[config.mk]
export PLATFORM = sky130hd
export DESIGN_NAME = sdram_cmd_seq
export DESIGN_NICKNAME = d
export VERILOG_FILES = /design/src/rtl/sdram_seq_pkg.sv /design/src/rtl/sdram_bank_track.sv /design/src/rtl/sdram_cmd_enc.sv /design/src/rtl/sdram_dqm_gen.sv /design/src/rtl/sdram_cmd_seq.sv
export SDC_FILE = /design/constraint.sdc
export NUM_CORES = 1
export LEC_CHECK = 0
export CORE_MARGIN = 3
export CORE_UTILIZATION = 48
export DETAILED_ROUTE_END_ITERATION = 10
export HOLD_SLACK_MARGIN = 0.06
export PLACE_DENSITY = 0.76
export REMOVE_ABC_BUFFERS = 1
export SLEW_MARGIN = 25
export SYNTH_ARGS = -nofsm -noshare
export SYNTH_HDL_FRONTEND = slang
export SYNTH_SLANG_ARGS = --single-unit
[constraint.sdc]
create_clock -name clk -period 2.5 [get_ports clk]
set_input_delay 0.5 -clock clk [delete_from_list [all_inputs] [get_ports clk]]
set_output_delay 0.5 -clock clk [all_outputs]
set_load 0.01 [all_outputs]
[src/rtl/sdram_seq_pkg.sv]
package sdram_seq_pkg;

    localparam int NUM_BANKS = 4;
    localparam int BA_W      = $clog2(NUM_BANKS);
    localparam int ROW_W     = 12;
    localparam int COL_W     = 9;
    localparam int ADDR_W    = 12;
    localparam int AP_BIT    = 10;

    typedef enum logic [2:0] {
        OP_ACT  = 3'd0,
        OP_RD   = 3'd1,
        OP_WR   = 3'd2,
        OP_PRE  = 3'd3,
        OP_PREA = 3'd4,
        OP_LMR  = 3'd5,
        OP_PDE  = 3'd6,
        OP_PDX  = 3'd7
    } req_op_e;

    typedef struct packed {
        logic              cs_n;
        logic              ras_n;
        logic              cas_n;
        logic              we_n;
        logic [BA_W-1:0]   ba;
        logic [ADDR_W-1:0] addr;
    } pin_bus_t;

    localparam pin_bus_t BUS_IDLE = '{cs_n: 1'b1, ras_n: 1'b1, cas_n: 1'b1,
                                      we_n: 1'b1, ba: '0, addr: '0};

endpackage

[src/rtl/sdram_bank_track.sv]
module sdram_bank_track
    import sdram_seq_pkg::*;
(
    input  logic             clk,
    input  logic             rst_n,
    input  logic             req_valid,
    input  req_op_e          req_op,
    input  logic [BA_W-1:0]  req_bank,
    input  logic [ROW_W-1:0] req_row,
    input  logic             req_ap,
    output logic             accept,
    output logic             reject,
    output logic             cke
);

    typedef struct packed {
        logic [NUM_BANKS-1:0]            open;
        logic [NUM_BANKS-1:0][ROW_W-1:0] row;
        logic                            pd;
    } trk_t;

    trk_t trk_d, trk_q;
    logic legal;

    always_comb begin
        trk_d = trk_q;
        legal = 1'b0;
        case (req_op)
            OP_ACT:         legal = !trk_q.pd && !trk_q.open[req_bank];
            OP_RD, OP_WR:   legal = !trk_q.pd && trk_q.open[req_bank] &&
                                    (trk_q.row[req_bank] == req_row);
            OP_PRE, OP_PREA,
            OP_LMR, OP_PDE: legal = !trk_q.pd;
            OP_PDX:         legal = trk_q.pd;
            default:        legal = 1'b0;
        endcase
        accept = req_valid && legal;
        reject = req_valid && !legal;
        if (accept) begin
            case (req_op)
                OP_ACT: begin
                    trk_d.open[req_bank] = 1'b1;
                    trk_d.row[req_bank]  = req_row;
                end
                OP_RD, OP_WR: begin
                    if (req_ap) trk_d.open[req_bank] = 1'b0;
                end
                OP_PRE:  trk_d.open[req_bank] = 1'b0;
                OP_PREA: trk_d.open = '0;
                OP_PDE:  trk_d.pd = 1'b1;
                OP_PDX:  trk_d.pd = 1'b0;
                default: ;
            endcase
        end
    end

    always_ff @(posedge clk or negedge rst_n) begin
        if (!rst_n) trk_q <= '0;
        else        trk_q <= trk_d;
    end

    assign cke = !trk_q.pd;

    // an accepted activate leaves its bank open in the next cycle
    p_act_opens_r6: assert property (@(posedge clk) disable iff (!rst_n)
        (accept && req_op == OP_ACT) |=> trk_q.open[$past(req_bank)]);

    // a refused request leaves the bank state untouched
    p_reject_hold_r6: assert property (@(posedge clk) disable iff (!rst_n)
        reject |=> ($stable(trk_q.open) && $stable(trk_q.row)));

    // power-down only starts from an entry request
    p_pd_entry_r9: assert property (@(posedge clk) disable iff (!rst_n)
        $rose(trk_q.pd) |-> $past(req_valid && req_op == OP_PDE));

endmodule

[src/rtl/sdram_cmd_enc.sv]
module sdram_cmd_enc
    import sdram_seq_pkg::*;
(
    input  logic             clk,
    input  logic             rst_n,
    input  logic             accept,
    input  logic             reject,
    input  req_op_e          req_op,
    input  logic [BA_W-1:0]  req_bank,
    input  logic [ROW_W-1:0] req_row,
    input  logic [COL_W-1:0] req_col,
    input  logic             req_ap,
    input  logic [ADDR_W-1:0] req_mode,
    output pin_bus_t         bus,
    output logic             err
);

    typedef struct packed {
        pin_bus_t bus;
        logic     err;
    } enc_t;

    enc_t enc_d, enc_q;

    always_comb begin
        enc_d.bus = BUS_IDLE;
        enc_d.err = reject;
        if (accept) begin
            case (req_op)
                OP_ACT: begin
                    enc_d.bus.cs_n  = 1'b0;
                    enc_d.bus.ras_n = 1'b0;
                    enc_d.bus.ba    = req_bank;
                    enc_d.bus.addr  = ADDR_W'(req_row);
                end
                OP_RD, OP_WR: begin
                    enc_d.bus.cs_n  = 1'b0;
                    enc_d.bus.cas_n = 1'b0;
                    enc_d.bus.we_n  = (req_op == OP_RD);
                    enc_d.bus.ba    = req_bank;
                    enc_d.bus.addr[COL_W-1:0] = req_col;
                    enc_d.bus.addr[AP_BIT]    = req_ap;
                end
                OP_PRE, OP_PREA: begin
                    enc_d.bus.cs_n  = 1'b0;
                    enc_d.bus.ras_n = 1'b0;
                    enc_d.bus.we_n  = 1'b0;
                    if (req_op == OP_PRE) enc_d.bus.ba = req_bank;
                    else                  enc_d.bus.addr[AP_BIT] = 1'b1;
                end
                OP_LMR: begin
                    enc_d.bus.cs_n  = 1'b0;
                    enc_d.bus.ras_n = 1'b0;
                    enc_d.bus.cas_n = 1'b0;
                    enc_d.bus.we_n  = 1'b0;
                    enc_d.bus.addr  = req_mode;
                end
                default: ;
            endcase
        end
    end

    always_ff @(posedge clk or negedge rst_n) begin
        if (!rst_n) enc_q <= '{bus: BUS_IDLE, err: 1'b0};
        else        enc_q <= enc_d;
    end

    assign bus = enc_q.bus;
    assign err = enc_q.err;

endmodule

[src/rtl/sdram_dqm_gen.sv]
module sdram_dqm_gen #(
    parameter int BL = 4,
    parameter int CL = 3
) (
    input  logic          clk,
    input  logic          rst_n,
    input  logic          load_wr,
    input  logic          load_rd,
    input  logic [BL-1:0] bmask,
    output logic          dqm
);

    localparam int LEAD  = CL - 2;
    localparam int DEPTH = LEAD + BL;

    typedef struct packed {
        logic             dqm;
        logic [DEPTH-1:0] pipe;
    } msk_t;

    msk_t msk_d, msk_q;
    logic [DEPTH:0] fresh;

    always_comb begin
        fresh = '0;
        for (int i = 0; i < BL; i++) begin
            fresh[i]        = fresh[i] | (load_wr & bmask[i]);
            fresh[LEAD + i] = fresh[LEAD + i] | (load_rd & bmask[i]);
        end
        msk_d.dqm = msk_q.pipe[0] | fresh[0];
        for (int k = 0; k < DEPTH; k++) begin
            if (k + 1 < DEPTH) msk_d.pipe[k] = msk_q.pipe[k + 1] | fresh[k + 1];
            else               msk_d.pipe[k] = fresh[k + 1];
        end
    end

    always_ff @(posedge clk or negedge rst_n) begin
        if (!rst_n) msk_q <= '0;
        else        msk_q <= msk_d;
    end

    assign dqm = msk_q.dqm;

    // with nothing scheduled and nothing loading, the mask stays low
    p_dqm_quiet_r7: assert property (@(posedge clk) disable iff (!rst_n)
        (msk_q.pipe == '0 && !load_wr && !load_rd) |=> !msk_q.dqm);

endmodule

[src/rtl/sdram_cmd_seq.sv]
module sdram_cmd_seq
    import sdram_seq_pkg::*;
#(
    parameter int BL = 4,
    parameter int CL = 3
) (
    input  logic              clk,
    input  logic              rst_n,
    input  logic              req_valid,
    input  logic [2:0]        req_op,
    input  logic [BA_W-1:0]   req_bank,
    input  logic [ROW_W-1:0]  req_row,
    input  logic [COL_W-1:0]  req_col,
    input  logic              req_ap,
    input  logic [ADDR_W-1:0] req_mode,
    input  logic [BL-1:0]     req_bmask,
    output logic              sd_cke,
    output logic              sd_cs_n,
    output logic              sd_ras_n,
    output logic              sd_cas_n,
    output logic              sd_we_n,
    output logic [BA_W-1:0]   sd_ba,
    output logic [ADDR_W-1:0] sd_addr,
    output logic              sd_dqm,
    output logic              req_err
);

    req_op_e  op;
    logic     accept, reject;
    pin_bus_t bus;

    assign op = req_op_e'(req_op);

    sdram_bank_track i_track (
        .clk       (clk),
        .rst_n     (rst_n),
        .req_valid (req_valid),
        .req_op    (op),
        .req_bank  (req_bank),
        .req_row   (req_row),
        .req_ap    (req_ap),
        .accept    (accept),
        .reject    (reject),
        .cke       (sd_cke)
    );

    sdram_cmd_enc i_enc (
        .clk      (clk),
        .rst_n    (rst_n),
        .accept   (accept),
        .reject   (reject),
        .req_op   (op),
        .req_bank (req_bank),
        .req_row  (req_row),
        .req_col  (req_col),
        .req_ap   (req_ap),
        .req_mode (req_mode),
        .bus      (bus),
        .err      (req_err)
    );

    sdram_dqm_gen #(.BL(BL), .CL(CL)) i_dqm (
        .clk     (clk),
        .rst_n   (rst_n),
        .load_wr (accept && op == OP_WR),
        .load_rd (accept && op == OP_RD),
        .bmask   (req_bmask),
        .dqm     (sd_dqm)
    );

    assign sd_cs_n  = bus.cs_n;
    assign sd_ras_n = bus.ras_n;
    assign sd_cas_n = bus.cas_n;
    assign sd_we_n  = bus.we_n;
    assign sd_ba    = bus.ba;
    assign sd_addr  = bus.addr;

    // a refused request never reaches the memory as a command
    p_err_deselect_r6: assert property (@(posedge clk) disable iff (!rst_n)
        req_err |-> sd_cs_n);

    // no command is issued while the memory clock is suspended
    p_pd_quiet_r9: assert property (@(posedge clk) disable iff (!rst_n)
        !sd_cke |-> sd_cs_n);

endmodule

## After elaboration in Yosys (flattened, before gate mapping)

Cells that the tools add are included.

| storage, ports and cells | value |
|---|---|
| bits of input ports | 46 |
| logic and storage cells | 94 |
| register bits after elaboration | 77 |

| cells by class | value |
|---|---|
| reductions and logical operators | 25 |
| order comparisons | 2 |
| equality and inequality tests | 9 |
| muxes and demuxes | 25 |
| bitwise operators | 18 |

Operator list:

| operator | count |
|---|---|
| 48-bit bitwise mux | 1 |
| 9-bit one-hot mux with 3 select lines | 1 |
| 12-bit binary-select mux with 2-bit select | 1 |
| 12-bit demux with 2-bit select | 1 |
| 12-bit 2-to-1 mux | 2 |
| 18-bit 2-to-1 mux | 1 |
| 4-bit one-hot mux with 4 select lines | 1 |
| 12-bit == test | 1 |
| 3-bit == test, second input constant | 4 |
| 3-bit OR reduction | 3 |
| 1-bit AND | 8 |
| 1-bit logical AND | 8 |
| 1-bit one-hot mux with 2 select lines | 4 |
| 1-bit one-hot mux with 4 select lines | 2 |
| 4-bit OR reduction | 2 |
| 1-bit bitwise OR | 7 |
| 3-bit by 2-bit == test with 1-bit output, second input constant | 2 |
| 1-bit 2-to-1 mux | 6 |
| 6-bit OR reduction | 1 |
| 4-bit AND | 1 |
| 4-bit 2-to-1 mux | 1 |
| 4-bit inverter | 1 |
| 4-bit bitwise OR | 1 |
| 2-bit one-hot mux with 2 select lines | 1 |
| 14 further kinds | 18 |

## Longest topological paths before layout

| depth | value |
|---|---|
| depth after elaboration | 10 |
| gate-level depth with buffers | 10 |
| gate-level depth less buffers | 6 |

## By module

Synthesis repeated with hierarchy kept, for this count alone.

| second synthesis, totals | value |
|---|---|
| cell total of the unflattened synthesis | 330 |
| area, all modules | 4057.6 um2 |

By module, submodules not included:

| module | cells each | instances | area each (um2) | seq. area each (um2) |
|---|---|---|---|---|
| sdram_bank_track | 219 | 1 | 2803.9 | 1326.3 |
| sdram_cmd_enc | 99 | 1 | 1058.5 | 480.5 |
| sdram_dqm_gen | 10 | 1 | 170.2 | 125.1 |
| sdram_cmd_seq | 2 | 1 | 25.0 | 0.0 |

## Least setup slack after synthesis

Ideal clock, no wire load.

| timing | value |
|---|---|
| kind | in2reg |
| from | input port req_bank[1] |
| to | register i_track.trk_q[49] (netlist bit) |
| arrival time | 2673 ps |
| required time | 2374 ps |
| stages on the path | 8 |
| buffers on the path | 3 |
| setup slack | -299 ps |
| cells stage by stage | clkbuf_1 > clkbuf_1 > clkinv_1 > mux2i_1 > or4b_4 > o21a_1 > buf_6 > o32a_1 |

| between the ends | value |
|---|---|
| cells in the longest elaborated chain, start to end | 8 |

RTL lines:

| element | line | source |
|---|---|---|
| start, declared | sdram_cmd_seq.sv:11 | `input logic [BA_W-1:0] req_bank,` |
| 2-bit by 3-bit < comparator with 1-bit output (not written as such) or 2-bit by 1-bit >= comparator with 1-bit output (tied branches) | sdram_bank_track.sv:42, sdram_bank_track.sv:46, sdram_bank_track.sv:48 |  |
| 1-bit logical AND (not written as such) | sdram_bank_track.sv:42, sdram_bank_track.sv:46, sdram_bank_track.sv:48 |  |
| 1-bit 2-to-1 mux (not written as such) | sdram_bank_track.sv:42, sdram_bank_track.sv:46, sdram_bank_track.sv:48 |  |
| 1-bit demux with 2-bit select | n/a |  |
| 4-bit inverter (no line) | n/a |  |
| 4-bit AND (no line) | n/a |  |
| 4-bit 2-to-1 mux | sdram_bank_track.sv:46 | `if (req_ap) trk_d.open[req_bank] = 1'b0;` |
| 4-bit one-hot mux with 4 select lines | sdram_bank_track.sv:40 | `case (req_op)` |
| end signal, assigned | sdram_bank_track.sv:59 | `else trk_q <= trk_d;` |
| end, declared | sdram_bank_track.sv:22 | `trk_t trk_d, trk_q;` |

Parallel ways exist; a longest one is shown, timed or not. The select of a mux whose other input is x is not followed.
A chain may end at the register's enable or synchronous reset.

## Worst setup path after layout

| timing | value |
|---|---|
| from | input port req_bank[1] |
| to | register i_track.trk_q[44] (netlist bit) |

| between the ends | value |
|---|---|
| cells in the longest elaborated chain, start to end | 7 |

RTL lines:

| element | line | source |
|---|---|---|
| 12-bit binary-select mux with 2-bit select or 1-bit binary-select mux with 2-bit select (tied branches) | sdram_bank_track.sv:31, sdram_bank_track.sv:29, sdram_bank_track.sv:30 |  |
| 12-bit 2-to-1 mux (not written as such) or 1-bit 2-to-1 mux (tied branches) | sdram_bank_track.sv:31, sdram_bank_track.sv:29, sdram_bank_track.sv:30 |  |
| 12-bit == test (tied with other cells) | sdram_bank_track.sv:31 | `(trk_q.row[req_bank] == req_row);` |
| 1-bit logical AND, on equally long branches | sdram_bank_track.sv:30, sdram_bank_track.sv:29 |  |
| 1-bit one-hot mux with 4 select lines | sdram_bank_track.sv:28 | `case (req_op)` |
| 1-bit logical AND | sdram_bank_track.sv:37 | `accept = req_valid && legal;` |
| 2-bit AND reduction (no line) | n/a |  |

Parallel ways exist; a longest one is shown, timed or not. The select of a mux whose other input is x is not followed.

==> results_dict.tcl <==
set metrics [dict create \
    result_of_the_run "completed" \
    clk_root_buffer_cell "sky130_fd_sc_hd__clkbuf_8" \
    min_period_over_period_pct 97.3 \
    detail_route.first_pass.iterations 4 \
    terminus_of_the_critical_flop_to_flop_path "i_track.trk_q[49]" \
    crit_type "in2reg" \
    dieHeight_um 96.7 \
    netlist_top_cells_area "sky130_fd_sc_hd__dfrtp_1 46%, sky130_fd_sc_hd__mux2_2 14%, sky130_fd_sc_hd__mux4_2 4.0%" \
    initial_utilization_pct 50.4 \
    power.share.switching_pct 26.3 \
    synth_top_family_by_area "multiplexers" \
    die_w_um 96.7 \
    p_int_mw 2.61 \
    grt_start_max_net_pins 49 \
    per_instance_average_area_after_synthesis_sq_um 12.2 \
    worstPathRequired_ps 2730 \
    critical-path-slowest-cell "sky130_fd_sc_hd__mux4_2" \
    dp.final_hpwl_mm 7.31 \
    synth.yosys.warnings 0 \
    path_cells "dlygate4sd2_1, buf_12, mux4_2, nor3_4, nand3_4, nor3_4, buf_6, mux2_2" \
    power_total_mw 3.54 \
    first_global_vias 3307 \
    synth_cells 323 \
    seq_area_frac_synth_pct 48.9 \
    synthDistinctLibCells 44 \
    cts.clk_slew.worst_paths_ps 70 \
    wl_mm 10.5 \
    hp-class "in2async" \
    drtAntennaViolNets 0 \
    pin_count 67 \
    cp_slowest_stage_delay_ps 550 \
    detail_route.wl_per_cell_um 18.9 \
    yosys.area_share.simple_pct 10.1 \
    timing.critical_path.mode_cell "sky130_fd_sc_hd__nor3_4" \
    regToRegSetupSlack_ps 110 \
    timing.critical_path.to_type "register" \
    postSynthRegisterBits 77 \
    gp_weighted_congestion 0.849 \
    worst_r2r_startpoint "i_track.trk_q[48]" \
    floorplan.die_area_sq_um 9360 \
    clk_latency_ps 350 \
    synth_compound_gate_area_share_pct 8.68 \
    finClkSkew_ps 11.9 \
    worstMarginPinSlew_ps 676 \
    yosys.area.top_type "sky130_fd_sc_hd__dfrtp_1" \
    share_seq_of_total_power_pct 43.0 \
    timing.fmax_ghz 0.411 \
    place.port_buffers 66 \
    tritoncts "built" \
    arrival_ps 2660 \
    count_of_flip_flops_with_a_built_in_enable_after_synthesis 0 \
    final_report_setup_violation_count 0 \
    power.static_leakage_nw 2.52 \
    clock_sinks 77 \
    synth_xor_xnor_area_share_pct 4.56 \
    drt_first_iter_violations 185 \
    route.vias.total 3165 \
    core-area_sq_um 7850 \
    fp-row-count 32 \
    routed_via_density 5.69 \
    htreeDepth 3 \
    startpoint_type "input pin" \
    drive_above_1_share_pct 41.0 \
    synth.cells.most_frequent "73 x sky130_fd_sc_hd__dfrtp_1, 48 x sky130_fd_sc_hd__mux2_2, 27 x sky130_fd_sc_hd__nor2_1, 21 x sky130_fd_sc_hd__a21oi_1, 15 x sky130_fd_sc_hd__mux2i_1" \
    timing.slew.headroom_pct 54.9 \
    antenna_violations_before_repair 0 \
    hold_viol_final 0 \
    design.final.nets 496 \
    yosys-mux-area-fraction_pct 24.1 \
    yosys.cell_count.top_type "sky130_fd_sc_hd__dfrtp_1" \
    peakVddDrop_mv 0.276 \
    n_antenna_cell 0 \
    cts_inserted_buffers 9 \
    layout_min_cycle_time_ps 2430 \
    final_design_area_excluding_fillers_sq_um 5620 \
    ys_async_sr_fraction_pct 100 \
    max_cap_violations 0 \
    synth-adder-area-share_pct 0 \
    grt_first_pass_wirelength_mm 17.1 \
    groute.usage.overall_pct 22.9 \
    timing_max_transition_violations_final 0 \
    grt_overflow_total 0 \
    filler_cell_count 515 \
    drcViolationCount 0 \
    total_switching_power_mw 0.932 \
    syn2layout_area_growth_pct 42.3 \
    post-synth-top-area-fraction_pct 46.2 \
    p_clk_share_pct 31.4 \
    netlist_area_sq_um 3950 \
    ys_dominant_reg_cell "sky130_fd_sc_hd__dfrtp_1" \
    timing.reg2reg.worst_path_depth 6 \
    timing.critical_path.fanout_max 9 \
    combinationalPowerShare_pct 25.6 \
    clock_path_buffers 2 \
    powerDensity_nw_per_um2 631 \
    placement.cell_area_sq_um 5150 \
]
[cell usage in the layout (no fill, tap or decap), types with 2 or more instances in the layout]
cell type                         instances
sky130_fd_sc_hd__o32a_1                   4
sky130_fd_sc_hd__o21ai_0                  5
sky130_fd_sc_hd__nor3_2                  12
sky130_fd_sc_hd__xor2_1                   6
sky130_fd_sc_hd__inv_1                    4
sky130_fd_sc_hd__mux4_1                   2
sky130_fd_sc_hd__xnor2_2                  7
sky130_fd_sc_hd__a21o_1                   3
sky130_fd_sc_hd__nor4_2                   2
sky130_fd_sc_hd__nor2_1                  27
sky130_fd_sc_hd__mux4_2                   9
sky130_fd_sc_hd__nor4_4                   2
sky130_fd_sc_hd__buf_12                   4
sky130_fd_sc_hd__mux2i_1                 15
sky130_fd_sc_hd__buf_6                    4
sky130_fd_sc_hd__bufinv_16                3
sky130_fd_sc_hd__a22o_1                   3
sky130_fd_sc_hd__xnor2_1                  5
sky130_fd_sc_hd__clkinv_4                 2
sky130_fd_sc_hd__a21oi_1                 21
sky130_fd_sc_hd__clkdlybuf4s50_1         63
sky130_fd_sc_hd__a22oi_1                  2
sky130_fd_sc_hd__dfstp_2                  4
sky130_fd_sc_hd__nor3_4                   4
sky130_fd_sc_hd__a31oi_1                  5
sky130_fd_sc_hd__dfrtp_1                 73
sky130_fd_sc_hd__mux2_2                  48
sky130_fd_sc_hd__nand3_1                  5
sky130_fd_sc_hd__buf_4                   68
sky130_fd_sc_hd__clkbuf_8                 9
sky130_fd_sc_hd__nand2_1                  6
sky130_fd_sc_hd__o2111ai_1                2
sky130_fd_sc_hd__nand4_1                  3
sky130_fd_sc_hd__nor3_1                   2
[layer usage]
metal	global-route usage, %	routed length [um]	up-vias
met5	0	0	-
met4	9.72	240	0
met3	5.41	700	21
met2	36.7	5250	123
met1	29.9	4310	1579
li1	-	-	1442
[critical path, delay by kind of cell]
kind	cells	cell delay (ps)
simple gates	3	700
mux	2	890
buf+inv	3	560
[logic make-up after synthesis]
kind of cell / Yosys count
simple gates: 72
buf+inv: 30
xor+xnor: 18
flops: 77
mux: 74
compound gates: 52
[worst max path at each step]
stage	start	end	slack, ps	depth (start not counted)
6_report	req_bank[1]	i_track.trk_q[44]	70	8
2_1_floorplan	req_bank[1]	i_dqm.dqm	-1500	5
3_3_place_gp	req_bank[0]	i_enc.bus[9]	-860	9
4_1_cts	req_bank[0]	i_track.trk_q[49]	4	8
3_5_place_dp	req_bank[0]	i_enc.bus[11]	-990	9
5_1_grt	req_bank[0]	i_enc.bus[11]	-8	9
[stage by stage]
step | TNS [ps] | utilization [%] | hold WS, ps | setup slack, ps | instances
2_1_floorplan | -40740 | - | 204 | -1500 | 298
5_1_grt | -9.21 | 71.6 | 226 | -8.29 | 556
4_1_cts | 0 | 70.8 | 195 | 4.12 | 553
3_3_place_gp | -56630 | 65.6 | 409 | -862 | 530
6_report | 0 | 71.6 | 189 | 67.3 | 556
3_5_place_dp | -61320 | 65.6 | 423 | -986 | 530
[power by group through the flow]
stage / logic [mW] / registers, mW / clock network [mW]
finish: 0.908 / 1.53 / 1.11
global route: 0.976 / 1.55 / 1.19
CTS: 0.886 / 1.52 / 1.13
detailed placement: 0.832 / 1.55 / 0
global placement: 0.800 / 1.54 / 0
floorplan: 0.436 / 1.52 / 0
[flip-flops by register name, indices dropped and copies added, names as in the netlist]
signal,flops
i_enc.err,1
i_enc.bus,18
i_dqm.dqm,1
i_track.trk_q,53
i_dqm.msk_q,4
[timing repair]
item                                    in CTS  in global routing
buffers inserted                             5                  3
hold buffers                                 0                  0
cloned                                       3                  0
pin swaps                                    5                  3
endpoints found under the setup margin      76                 22
gates resized for setup                     39                  8
[area by class of cell]
cell class,count,area [sq um],area share [%]
Sequential cell,77,1930,34.4
Multi-Input combinational cell,216,2030,36.1
Clock buffer,9,124,2.20
Tap cell,102,128,2.27
Clock inverter,6,113,2.00
Timing Repair Buffer,141,1280,22.8
Inverter,5,18.8,0.334
No activity file was read; power rests on OpenSTA's default activity.
